File: src/rtl/bankmap_pkg.sv
package bankmap_pkg;
    parameter int LOG_W   = 16;
    parameter int BANK_W  = 4;
    parameter int NUM_EXT = 8;
    parameter int SEL_W   = 4;
    parameter int BASE_W  = 4;

    localparam int OFF_W     = LOG_W - 1;
    localparam int PHYS_W    = BANK_W + OFF_W;
    localparam int EXT_IDX_W = $clog2(NUM_EXT);

    typedef struct packed {
        logic [NUM_EXT-1:0][BANK_W-1:0] ext;
        logic [BANK_W-1:0]              ibank;
        logic [BANK_W-1:0]              dbank;
    } bank_state_t;
endpackage

File: src/rtl/bankmap_regs.sv
module bankmap_regs
    import bankmap_pkg::*;
(
    input  logic              clk,
    input  logic              rst_n,
    input  logic              wr_en,
    input  logic [SEL_W-1:0]  wr_sel,
    input  logic [BANK_W-1:0] wr_data,
    output bank_state_t       state_q
);
    bank_state_t state_d;

    always_comb begin
        state_d = state_q;
        if (wr_en) begin
            for (int i = 0; i < NUM_EXT; i++) begin
                if (wr_sel == SEL_W'(i)) begin
                    state_d.ext[i] = wr_data;
                end
            end
            if (wr_sel == SEL_W'(NUM_EXT)) begin
                state_d.ibank = wr_data;
            end
            if (wr_sel == SEL_W'(NUM_EXT + 1)) begin
                state_d.dbank = wr_data;
            end
        end
    end

    always_ff @(posedge clk) begin
        if (!rst_n) begin
            state_q <= '0;
        end else begin
            state_q <= state_d;
        end
    end

    AST_HOLD_WHEN_IDLE: assert property (@(posedge clk) disable iff (!rst_n)
        !wr_en |=> $stable(state_q));
    AST_FETCH_BANK_LOAD: assert property (@(posedge clk) disable iff (!rst_n)
        (wr_en && wr_sel == SEL_W'(NUM_EXT)) |=> state_q.ibank == $past(wr_data));
    AST_DATA_BANK_LOAD: assert property (@(posedge clk) disable iff (!rst_n)
        (wr_en && wr_sel == SEL_W'(NUM_EXT + 1)) |=> state_q.dbank == $past(wr_data));
    AST_UNUSED_SEL: assert property (@(posedge clk) disable iff (!rst_n)
        (wr_en && wr_sel > SEL_W'(NUM_EXT + 1)) |=> $stable(state_q));

    for (genvar g = 0; g < NUM_EXT; g++) begin : g_ext_chk
        AST_EXT_LOAD: assert property (@(posedge clk) disable iff (!rst_n)
            (wr_en && wr_sel == SEL_W'(g)) |=> state_q.ext[g] == $past(wr_data));
    end
endmodule

File: src/rtl/bankmap_select.sv
module bankmap_select
    import bankmap_pkg::*;
(
    input  bank_state_t       state_q,
    input  logic              acc_is_fetch,
    input  logic [BASE_W-1:0] base_reg,
    output logic [BANK_W-1:0] bank
);
    logic [EXT_IDX_W-1:0] ext_idx;

    always_comb begin
        ext_idx = base_reg[EXT_IDX_W-1:0];
        if (acc_is_fetch) begin
            bank = state_q.ibank;
        end else if (base_reg == '0) begin
            bank = state_q.dbank;
        end else begin
            bank = state_q.ext[ext_idx];
        end
    end
endmodule

File: src/rtl/bankmap_compose.sv
module bankmap_compose
    import bankmap_pkg::*;
(
    input  logic [LOG_W-1:0]  log_addr,
    input  logic [BANK_W-1:0] bank,
    output logic [PHYS_W-1:0] phys_addr
);
    logic upper;

    always_comb begin
        upper     = log_addr[LOG_W-1];
        phys_addr = {(upper ? bank : BANK_W'(0)), log_addr[OFF_W-1:0]};
    end
endmodule

File: src/rtl/bankmap_top.sv
module bankmap_top
    import bankmap_pkg::*;
(
    input  logic              clk,
    input  logic              rst_n,
    input  logic              acc_is_fetch,
    input  logic [LOG_W-1:0]  log_addr,
    input  logic [BASE_W-1:0] base_reg,
    input  logic              wr_en,
    input  logic [SEL_W-1:0]  wr_sel,
    input  logic [BANK_W-1:0] wr_data,
    output logic [PHYS_W-1:0] phys_addr
);
    bank_state_t       state_q;
    logic [BANK_W-1:0] bank;

    bankmap_regs u_regs (
        .clk     (clk),
        .rst_n   (rst_n),
        .wr_en   (wr_en),
        .wr_sel  (wr_sel),
        .wr_data (wr_data),
        .state_q (state_q)
    );

    bankmap_select u_sel (
        .state_q      (state_q),
        .acc_is_fetch (acc_is_fetch),
        .base_reg     (base_reg),
        .bank         (bank)
    );

    bankmap_compose u_comp (
        .log_addr  (log_addr),
        .bank      (bank),
        .phys_addr (phys_addr)
    );

    AST_LOWER_PASS: assert property (@(posedge clk) disable iff (!rst_n)
        !log_addr[LOG_W-1] |-> phys_addr[PHYS_W-1:OFF_W] == '0);
    AST_OFFSET_KEPT: assert property (@(posedge clk) disable iff (!rst_n)
        phys_addr[OFF_W-1:0] == log_addr[OFF_W-1:0]);
    AST_FETCH_PATH: assert property (@(posedge clk) disable iff (!rst_n)
        (acc_is_fetch && log_addr[LOG_W-1]) |-> phys_addr[PHYS_W-1:OFF_W] == state_q.ibank);
    AST_DATA_NOBASE: assert property (@(posedge clk) disable iff (!rst_n)
        (!acc_is_fetch && log_addr[LOG_W-1] && base_reg == '0)
            |-> phys_addr[PHYS_W-1:OFF_W] == state_q.dbank);
endmodule

File: config.mk
export PLATFORM = sky130hd
export DESIGN_NAME = bankmap_top
export DESIGN_NICKNAME = d
export VERILOG_FILES = /design/src/rtl/bankmap_pkg.sv /design/src/rtl/bankmap_regs.sv /design/src/rtl/bankmap_select.sv /design/src/rtl/bankmap_compose.sv /design/src/rtl/bankmap_top.sv
export SDC_FILE = /design/constraint.sdc
export NUM_CORES = 1
export LEC_CHECK = 0
export BUFFER_PORTS_ARGS = -buffer_cell sky130_fd_sc_hd__buf_2
export CORE_ASPECT_RATIO = 0.7
export CORE_UTILIZATION = 35
export CTS_CLUSTER_DIAMETER = 50
export CTS_CLUSTER_SIZE = 8
export DETAILED_ROUTE_END_ITERATION = 8
export PLACE_DENSITY_LB_ADDON = 0.12
export SYNTH_ARGS = -nofsm -noshare
export SYNTH_HDL_FRONTEND = slang
export SYNTH_SLANG_ARGS = --single-unit
export TNS_END_PERCENT = 30
File: constraint.sdc
create_clock -name clk -period 1.5 [get_ports clk]
set_input_delay 0.075 -clock clk [delete_from_list [all_inputs] [get_ports clk]]
set_output_delay 0.075 -clock clk [all_outputs]
set_load 0.05 [all_outputs]
* Word-level counts from Yosys, hierarchy flattened *
Index checks and enable logic that the tools add are counted.

word-level totals
  flip-flop bits (word level) = 40
  input port bits = 32
  output and inout bits = 19
  word-level logic and storage cells = 37

cells by class
  magnitude comparators = 1
  equal/unequal tests = 9
  multiplexer cells = 5
  reduce and logical (&&, ||, !) cells = 12

operators by type and width
  cell                                                count
  AND reduction 2 bit                                 10
  == test 4 x 3 -> 1 bit, second input constant       4
  two-way mux 4 bit                                   4
  binary-select mux 4 bit (select 3 bit)              1
  == test 4 x 2 -> 1 bit, second input constant       2
  == test 4 bit, second input constant                2
  zero test 4 bit                                     2
  == test 4 x 1 -> 1 bit, second input constant       1
  < comparator 3 x 4 -> 1 bit, second input constant  1

* Longest topological paths before layout *
Gate-level depths: netlist of run 1.

  word-level depth = 5
  depth in mapped cells = 6
  gate-level depth less buffers = 4

* Hierarchy *
From an unflattened synthesis of run 1, not the netlist that was laid out.

second synthesis, totals
  cells, all modules = 207
  area total of the unflattened synthesis = 2048.2 sq um

modules (own cells, without submodules)
  module           times used  cells an instance  area an instance (sq um)  sequential area each (sq um)
  bankmap_regs     1           148                1541.5                    800.8
  bankmap_select   1           40                 369.1                     0.0
  bankmap_compose  1           19                 137.6                     0.0

* Least setup slack after synthesis of run 1 *
Ideal clock, no wire load.

  kind = input port to output port
  start point = input base_reg[2]
  end point = output phys_addr[15]
  arrival = 1492 ps
  data required time = 1425 ps
  path slack = -67 ps
  stages = 4
  path buffers = 1
  cells stage by stage = clkbuf_1 nor4_1 a2111oi_0 nor2_1

between the ends
  cells in the longest elaborated chain, start to end = 5
  elaborated cells between the ends (all ways) = 6
  classes of those cells = 5 x mux; 1 x reduce/logical

ends and longest elaborated chain
  item                                     line                   source
  start, declared                          bankmap_top.sv:8       input logic [BASE_W-1:0] base_reg,
  binary-select mux 4 bit (select 3 bit)   bankmap_select.sv:18   bank = state_q.ext[ext_idx];
  two-way mux 4 bit (implied by the code)  bankmap_select.sv:18
  two-way mux 4 bit *                      bankmap_select.sv:15   end else if (base_reg == '0) begin
  two-way mux 4 bit *                      bankmap_select.sv:13   if (acc_is_fetch) begin
  two-way mux 4 bit *                      bankmap_compose.sv:12  phys_addr = {(upper ? bank : BANK_W'(0)), log_addr[OFF_W-1:0]};
  end, declared                            bankmap_top.sv:12      output logic [PHYS_W-1:0] phys_addr

Every way passes the cells marked *; elsewhere a longest branch is shown, timed or not. The select of a mux whose other input is x is not followed.

* Worst setup path after layout of run 1 *
  start point = register u_regs.state_q[39] (netlist name)
  end point = output phys_addr[18]

between the ends
  cells in the longest elaborated chain, start to end = 5

ends and longest elaborated chain
  item                                     line
  binary-select mux 4 bit (select 3 bit)   bankmap_select.sv:18
  two-way mux 4 bit (implied by the code)  bankmap_select.sv:18
  two-way mux 4 bit                        bankmap_select.sv:15
  two-way mux 4 bit                        bankmap_select.sv:13
  two-way mux 4 bit                        bankmap_compose.sv:12

No other way between the ends. The select of a mux whose other input is x is not followed.

==> out/metrics.yaml, run 1 <==
yosysUniqueCellTypes: 33
relSlewSlack_pct: 60.1
synth_edf_count: 0
die_y_um: 67.1
multi_input_area_um2: 1150
finalClockSkew_ps: 0
setup_viol: 4
worstMarginPinSlew_ps: 598
fin_nets: 262
h-tree-depth: 2
clkLatencyLatePin_ps: 290
drc: 0
synth_seq_cells: 40
ff2ff_path_depth: 2
drv_cap: 0
top_register: "u_regs.state_q"
drv_slew: 0
cp.arrival_ps: 1610
crit_fanout: 2
hold_class: "in2out"
grt.overflow.total: 0
period_needed_ps: 1690
hold_ws_ps: 150
rsz0062_at_grt: "true"
pin_count: 51
areaGrowthSynthToFinish_pct: 12.7
fmax_ghz: 0.593
reg2reg_slack_ps: 810
postSynth.asyncResetShare_pct: 0
clkTransAtPathRegs_ps: 90
final.setup.tns_ps: -574
synth_fa_ha_area_share_pct: 0
r2r-end: "u_regs.state_q[39]"
cp-start-kind: "flop"
reg2reg_from: "u_regs.state_q[39]"
dr.pass1.iters: 4
cp.required_ps: 1420
cts_setup_buffers: 0
initialDrtViolationCount: 93
dp_slack_ps: -239
place_congestion: 0.752
cts_buffers: 5
ys_warn_count: 0
clkSinkCount: 40
port_buffers: 20
grt_pass1_wl_um: 8010
irDropWorstVdd_v: 0.000373
yosys.area_share.simple_pct: 21.5
end_kind: "primary output"
cts_tree: "done"
place_inst: 298
drive_gt1_share_pct: 21.6
grt_start_max_net_pins: 41
chipWidth_um: 95.1
initial_core_util_pct: 36.7
synth_flop_cell: "dfxtp_1"
largest_reg_flops: 40
crit_path_start: "u_regs.state_q[39]"
row_count: 23
hold_viol_final: 0
utilization_pct: 41.3
avgViaCountPerCell: 5.05
track_usage_pct: 17.5
seq_area_um2: 802
pwr_density_cell_nw_per_um2: 1070
grt_pass1_vias: 1380
seq_area_frac_synth_pct: 37.7
violations: "negative setup slack"
synthesis.area_um2: 2120
syn_nets: 260
root_buffer: "clkbuf_8"
min_path_cells: 0
dp_hpwl_um: 3670
die_area_um2: 6380
synthMuxAreaShare_pct: 19.0
worstSetupPathType: "reg2out"
clock_path_buffers: 2
status: "finished with violations"
synth_top_family_by_area: "simple AND/OR/NAND/NOR gates"
grt_antenna_before_repair: 0
final_cells: 306
num-fill-cells: 592
insertedDiodeCount: 0
synthCells: 228
synth_compound_area_share_pct: 12.0
crit_path_end: "phys_addr[18]"
wire_per_inst_um: 16.6
leakagePower_uw: 0.000928
synth_xor_area_share_pct: 0
largest_registers: "u_regs.state_q (40)"
syn_avg_cell_area_um2: 9.31
ant_nets: 0
layout_setup_ws_ps: -187
wl_um: 5070
vias: 1544
core_region_area_um2: 5780
finalCritPeriodShare_pct: 112
-- cell type report --
type,instances,area share [%]
clock inverter,3,3.77
sequential,40,33.5
clock buffer,5,2.88
inverter,1,0.157
multi-input combinational,154,48.2
tap,75,3.92
timing repair buffer,28,7.48
-- critical path, stage by stage, from the launching register on --
cell	delay, ps
dfxtp_2	340
mux4_2	490
nand3_2	70
nand2_1	50
a31o_2	220
buf_8	150
-- per-stage QoR --
step	instance area, µm²	total power (µW)
after CTS	2380	2580
after floorplan	2120	1360
after global placement	2170	1340
after detailed placement	2170	1340
final	2390	2560
after global routing	2390	2670
-- worst min-delay path by stage --
stage / from / end
floorplan: wr_sel[2] / u_regs.state_q[10]
finish: log_addr[12] / phys_addr[12]
global placement: log_addr[10] / phys_addr[10]
global route: log_addr[12] / phys_addr[12]
detailed placement: log_addr[10] / phys_addr[10]
CTS: log_addr[10] / phys_addr[10]
-- routing by layer --
metal / share of wire, % / GRT usage [%] / up-vias
li1: - / - / 781
met1: 55 / 28.0 / 717
met3: 7.5 / 4.84 / 2
met5: 0 / 0 / -
met4: 0.38 / 4.55 / 0
met2: 37 / 21.7 / 44
-- Yosys cell counts, drive strengths merged, types with 2 or more instances --
cell | count | area [µm²]
a2111oi | 3 | 26.3
a21boi | 12 | 90.1
a21oi | 4 | 20.0
a221oi | 3 | 26.3
buf | 19 | 148
clkbuf | 14 | 56.3
dfxtp | 40 | 801
mux2i | 38 | 380
nand2 | 17 | 63.8
nand2b | 4 | 25.0
nand3 | 6 | 30.0
nand3b | 5 | 41.3
nor2 | 7 | 26.3
nor2b | 29 | 181
nor3b | 2 | 31.3
o21ai | 11 | 55.1
o22ai | 3 | 18.8
or3 | 2 | 12.5
-- timing repair --
item / in CTS / in global routing
setup endpoints to repair: 4 / 4
pin swaps: 4 / 0
resized for setup: 14 / 2
hold buffers: 0 / 0
-- cell usage in the layout (no fill, tap or decap), types with 4 or more instances in the layout --
| master | instances |
|---|---|
| nand3b_1 | 4 |
| nor2b_1 | 29 |
| nand2_1 | 17 |
| mux2i_1 | 38 |
| dfxtp_1 | 39 |
| nor2_1 | 6 |
| buf_4 | 9 |
| a21oi_1 | 4 |
| nand2b_1 | 4 |
| buf_2 | 17 |
| a21boi_0 | 11 |
| nand3_1 | 5 |
| clkbuf_8 | 5 |
| o21ai_0 | 11 |
-- cells by family (layout without fill, tap and decap cells) --
| group | after synthesis | in the layout |
|---|---|---|
| buf+inv | 34 | 37 |
| mux | 39 | 39 |
| simple gates | 77 | 77 |
| compound gates | 38 | 38 |
| flops | 40 | 40 |
-- where the power goes --
| group | internal (µW) | switching, µW | total (µW) |
|---|---|---|---|
| Sequential | 1070 | 8.32 | 1080 |
| Clock | 833 | 408 | 1240 |
| Combinational | 95.7 | 142 | 238 |
| Total | 2000 | 558 | 2560 |
(Power assumes the default switching activity.)
==> inputs of run 2 (changes only) <==
--- a/config.mk
+++ b/config.mk
@@ -11,7 +11,7 @@
 export CTS_CLUSTER_DIAMETER = 50
 export CTS_CLUSTER_SIZE = 8
 export DETAILED_ROUTE_END_ITERATION = 8
-export PLACE_DENSITY_LB_ADDON = 0.12
+export PLACE_DENSITY_LB_ADDON = 0.1
 export SYNTH_ARGS = -nofsm -noshare
 export SYNTH_HDL_FRONTEND = slang
 export SYNTH_SLANG_ARGS = --single-unit
==> out/metrics.yaml, run 2 (synthesized netlist as in run 1, its figures left out) <==
h-tree-depth: 2  # unchanged
die_y_um: 67.1  # unchanged
relSlewSlack_pct: 61.1  # was 60.1%
met3_length_um: 267  # was 382 µm
initial_core_util_pct: 36.7  # unchanged
wl_met1_um: 3000  # was 2780 µm
fin_nets: 267  # was 262
worstSetupPathType: "reg2out"  # unchanged
dp_hpwl_um: 3730  # was 3670 µm
layout_commonest_cell: "mux2i_1"  # was dfxtp_1
grt_pass1_wl_um: 8560  # was 8010 µm
initialDrtViolationCount: 47  # was 93
pin_count: 51  # unchanged
clkLatencyLatePin_ps: 290  # about the same
drive_gt1_share_pct: 29.8  # was 21.6%
row_count: 23  # unchanged
clock_path_buffers: 2  # unchanged
wl_um: 5350  # was 5070 µm
setup_viol: 4  # unchanged
port_buffers: 20  # unchanged
status: "finished with violations"  # unchanged
postLayoutCellArea_um2: 2460  # was 2390 µm²
crit_slowest_cell: "dfxtp_1"  # was mux4_2
track_usage_pct: 18.7  # was 17.5%
finalPower_uw: 2130  # was 2560 µW
violations: "negative setup slack"  # unchanged
grt_start_max_net_pins: 41  # unchanged
largest_registers: "u_regs.state_q (40)"  # unchanged
pwr_density_cell_nw_per_um2: 865  # was 1070 nW/µm²
largest_reg_flops: 40  # unchanged
hold_ws_ps: 149  # was 150 ps
placed_cell_area_um2: 2220  # was 2170 µm²
drv_cap: 0  # unchanged
cts_tree: "done"  # unchanged
crit_fanout: 2  # unchanged
finalClockSkew_ps: 0  # unchanged
place_congestion: 0.769  # was 0.752
clkSinkCount: 40  # unchanged
insertedDiodeCount: 0  # unchanged
wire_per_inst_um: 17.3  # was 16.6 µm
num-fill-cells: 582  # was 592
multi_input_area_um2: 1230  # was 1150 µm²
chipWidth_um: 95.1  # unchanged
die_area_um2: 6380  # unchanged
vias: 1574  # was 1,544
hold_viol_final: 0  # unchanged
grt_antenna_before_repair: 0  # unchanged
worstMarginPinSlew_ps: 584  # was 598 ps
areaGrowthSynthToFinish_pct: 15.9  # was 12.7%
finalCritPeriodShare_pct: 112  # about the same
period_needed_ps: 1680  # was 1690 ps
drv_slew: 0  # unchanged
top_register: "u_regs.state_q"  # unchanged
fmax_ghz: 0.596  # was 0.593 GHz
grt_pass1_vias: 1542  # was 1,380
avgViaCountPerCell: 5.08  # was 5.05
layout_setup_ws_ps: -178  # was -187 ps
cp_cell_sequence: "mux2i_1 > o22ai_1 > a2111oi_2 > buf_4 > nor2_2 > buf_6"  # was mux4_2 > nand3_2 > nand2_1 > a31o_2 > buf_8
wl_met2_um: 2060  # was 1890 µm
hold_class: "in2reg"  # was in2out
max_stage_delay_ps: 310  # was 490 ps
core_region_area_um2: 5780  # unchanged
leakagePower_uw: 0.000931  # was 0.000928 µW
ant_nets: 0  # unchanged
cp.arrival_ps: 1600  # was 1610 ps
cp.required_ps: 1420  # about the same
irDropWorstVdd_v: 0.000381  # was 0.000373 V
final_cell_mix: "mux2i_1 (35), dfxtp_1 (30), nor2b_1 (29)"  # was dfxtp_1 (39), mux2i_1 (38), nor2b_1 (29)
clkTransAtPathRegs_ps: 80  # was 90 ps
hold_buffers: 0  # unchanged
final.setup.tns_ps: -566  # was -574 ps
seq_area_um2: 813  # was 802 µm²
end_kind: "primary output"  # unchanged
cts_buffers: 5  # unchanged
drc: 0  # unchanged
dr.pass1.iters: 4  # unchanged
grt.overflow.total: 0  # unchanged
rsz0062_at_grt: "true"  # unchanged
top_layer: "met4"  # unchanged
cp-start-kind: "flop"  # unchanged
root_buffer: "clkbuf_8"  # unchanged
==> run 2: changes by cell type in the layout (fill, tap and decap cells not counted), moves of 3 or more <==
cell / change
mux2i_1: -3
buf_6: +3
dfxtp_2: +9
dfxtp_1: -9
buf_4: +5
bufinv_16: -3
==> run 2: critical path: cells and delay by family (launching register included) <==
family / cells / cell delay (ps)
AO/OA/AOI/OAI: 2 / 450
multiplexers: 1 / 200
buffers and inverters: 2 / 320
AND/OR/NAND/NOR: 1 / 40
flip-flops: 1 / 310
==> run 2: final cells by class <==
cell class / instances / share of cell area [%]
multi-input combinational: 154 / 49.9
inverter: 1 / 0.153
tap: 75 / 3.81
timing repair buffer: 33 / 9.16
sequential: 40 / 33.1
clock buffer: 7 / 3.92
==> run 2: power by group <==
part,switching (µW),total [µW],internal [µW]
clock network,366,777,410
logic,154,267,113
registers,9.57,1080,1080
total,530,2130,1600
==> run 2: routing by layer <==
metal,global-route usage (%),vias up
li1,-,790
met1,29.6,742
met2,25.0,40
met3,4.39,2
met4,3.79,0
met5,0,-
==> run 2: through the flow <==
step	cells	util (%)	setup slack, ps
after floorplan	228	-	-66.8
after global placement	304	38.4	-301
after detailed placement	304	38.4	-392
after CTS	311	41.1	-229
after global routing	310	42.5	-257
final	310	42.5	-178
==> run 2: path summary, 6_finish.rpt <==
kind / startpoint / to / slack (ps) / cells past startpoint
setup / recovery: u_regs.state_q[38] / phys_addr[17] / -180 / 6
hold / removal: wr_data[3] / u_regs.state_q[31] / 150 / 3
setup reg to reg: u_regs.state_q[31] / u_regs.state_q[31] / 820 / 2
hold reg to reg: u_regs.state_q[8] / u_regs.state_q[8] / 480 / 2
==> run 2: timing repair <==
item / in CTS / in global routing
endpoints found under the setup margin: 4 / 4
pin swaps: 5 / 7
gates resized for setup: 19 / 20
buffers inserted: 0 / 0
endpoints found under the hold margin: 0 / 0
==> inputs of run 3 (changes only) <==
--- a/config.mk
+++ b/config.mk
@@ -12,6 +12,7 @@
 export CTS_CLUSTER_SIZE = 8
 export DETAILED_ROUTE_END_ITERATION = 8
 export PLACE_DENSITY_LB_ADDON = 0.1
+export SETUP_SLACK_MARGIN = 0.05
 export SYNTH_ARGS = -nofsm -noshare
 export SYNTH_HDL_FRONTEND = slang
 export SYNTH_SLANG_ARGS = --single-unit
==> out/metrics.yaml, run 3 (synthesized netlist as in run 1, its figures left out) <==
clkSinkCount: 40  # unchanged
largest_registers: "u_regs.state_q (40)"  # unchanged
finalPower_uw: 2130  # about the same
reg2reg_from: "u_regs.state_q[31]"  # unchanged
hold_class: "in2reg"  # unchanged
final_cells: 311  # was 310
wl_um: 5340  # was 5350 µm
setup_viol: 4  # unchanged
hold_viol_final: 0  # unchanged
min_path_cells: 3  # unchanged
drv_slew: 0  # unchanged
relSlewSlack_pct: 60.9  # was 61.1%
end_kind: "primary output"  # unchanged
fmax_ghz: 0.592  # was 0.596 GHz
crit_path_start: "u_regs.state_q[38]"  # unchanged
grtUsageMet2_pct: 25.0  # unchanged
cp.arrival_ps: 1620  # was 1600 ps
fin_nets: 268  # was 267
layout_setup_ws_ps: -191  # was -178 ps
grt_pass1_wl_um: 8560  # unchanged
die_y_um: 67.1  # unchanged
worstMarginPinSlew_ps: 587  # was 584 ps
crit_path_end: "phys_addr[17]"  # unchanged
hold_ws_ps: 149  # about the same
drc: 0  # unchanged
core_region_area_um2: 5780  # unchanged
r2r-end: "u_regs.state_q[31]"  # unchanged
die_area_um2: 6380  # unchanged
place_inst: 304  # unchanged
layout_commonest_cell: "mux2i_1"  # unchanged
grt.overflow.total: 0  # unchanged
cts_buffers: 5  # unchanged
clock_path_buffers: 2  # unchanged
crit_fanout: 2  # unchanged
areaGrowthSynthToFinish_pct: 16.4  # was 15.9%
vias: 1572  # was 1,574
violations: "negative setup slack"  # unchanged
drv_cap: 0  # unchanged
track_usage_pct: 18.7  # unchanged
avgViaCountPerCell: 5.05  # was 5.08
top_register: "u_regs.state_q"  # unchanged
insertedDiodeCount: 0  # unchanged
clkLatencyLatePin_ps: 290  # about the same
dr.pass1.iters: 4  # unchanged
ant_nets: 0  # unchanged
initial_core_util_pct: 36.7  # unchanged
rsz0062_at_grt: "true"  # unchanged
period_needed_ps: 1690  # was 1680 ps
grt_start_max_net_pins: 41  # unchanged
row_count: 23  # unchanged
num-fill-cells: 584  # was 582
grt-busiest-layer: "met1"  # unchanged
finalCritPeriodShare_pct: 113  # was 112%
clkTransAtPathRegs_ps: 80  # about the same
irDropWorstVdd_v: 0.000381  # about the same
wire_per_inst_um: 17.2  # was 17.3 µm
gr-usage-met1_pct: 29.6  # unchanged
port_buffers: 20  # unchanged
place_congestion: 0.769  # unchanged
reg2reg_slack_ps: 820  # about the same
largest_reg_flops: 40  # unchanged
grt_use_met3_pct: 4.39  # unchanged
chipWidth_um: 95.1  # unchanged
cp.required_ps: 1420  # about the same
final_cell_mix: "mux2i_1 (35), dfxtp_1 (30), nor2b_1 (29)"  # unchanged
root_buffer: "clkbuf_8"  # unchanged
grt_pass1_vias: 1542  # unchanged
h-tree-depth: 2  # unchanged
cts_tree: "done"  # unchanged
ff2ff_path_depth: 2  # unchanged
pin_count: 51  # unchanged
cp-start-kind: "flop"  # unchanged
pwr_density_cell_nw_per_um2: 863  # was 865 nW/µm²
finalClockSkew_ps: 0  # unchanged
initialDrtViolationCount: 47  # unchanged
grt_antenna_before_repair: 0  # unchanged
worstSetupPathType: "reg2out"  # unchanged
leakagePower_uw: 0.000936  # was 0.000931 µW
dp_hpwl_um: 3730  # unchanged
status: "finished with violations"  # unchanged
drive_gt1_share_pct: 30.5  # was 29.8%
## run 3: changes by cell type in the layout (fill, tap and decap cells not counted)
cell    before  now
nor2_2       2    3
nor2_1       5    4
buf_4       14   15
## run 3: critical path, stage by stage (launching register included)
cell and delay (ps):
dfxtp_1 310, mux2i_1 210, o22ai_1 150, a2111oi_2 310, buf_4 170, nor2_2 30
buf_6 150
## run 3: routing by layer
layer | vias to the layer above | share of wire [%]
met2 | 39 | 39
met5 | - | 0
met1 | 738 | 56
met3 | 2 | 4.6
met4 | 0 | 0.36
li1 | 793 | -
## run 3: report_power, final
group,total (µW),internal [µW],switching [µW]
combinational,270,115,155
sequential,1080,1080,9.60
clock,778,410,368
total,2130,1600,532
## run 3: area by class of cell
cell class	instances	area [µm²]	area share (%)
Tap cell	75	93.8	3.80
Clock buffer	7	96.3	3.90
Timing Repair Buffer	34	233	9.42
Sequential cell	40	813	32.9
Multi-Input combinational cell	154	1230	49.8
Inverter	1	3.75	0.152
## run 3: worst min-delay path by stage
stage                      startpoint                 end
after floorplan             wr_sel[2]  u_regs.state_q[10]
after global placement    log_addr[0]        phys_addr[0]
after detailed placement  log_addr[0]        phys_addr[0]
after CTS                  wr_data[3]  u_regs.state_q[31]
after global routing      log_addr[6]        phys_addr[6]
final                      wr_data[3]  u_regs.state_q[31]
## run 3: timing repair
action,in CTS,in global routing
resized for setup,19,21
buffers inserted,0,0
endpoints found under the setup margin,4,4
hold buffers,0,0
pin swaps,5,7
## run 3: through the flow
stage / utilization, % / cell area [µm²] / TNS (ps) / setup WS [ps]
after global routing: 42.7 / 2470 / -972 / -257
after CTS: 41.1 / 2380 / -796 / -229
after floorplan: - / 2120 / -134 / -66.8
after detailed placement: 38.4 / 2220 / -1200 / -392
after global placement: 38.4 / 2220 / -979 / -301
final: 42.7 / 2470 / -672 / -191
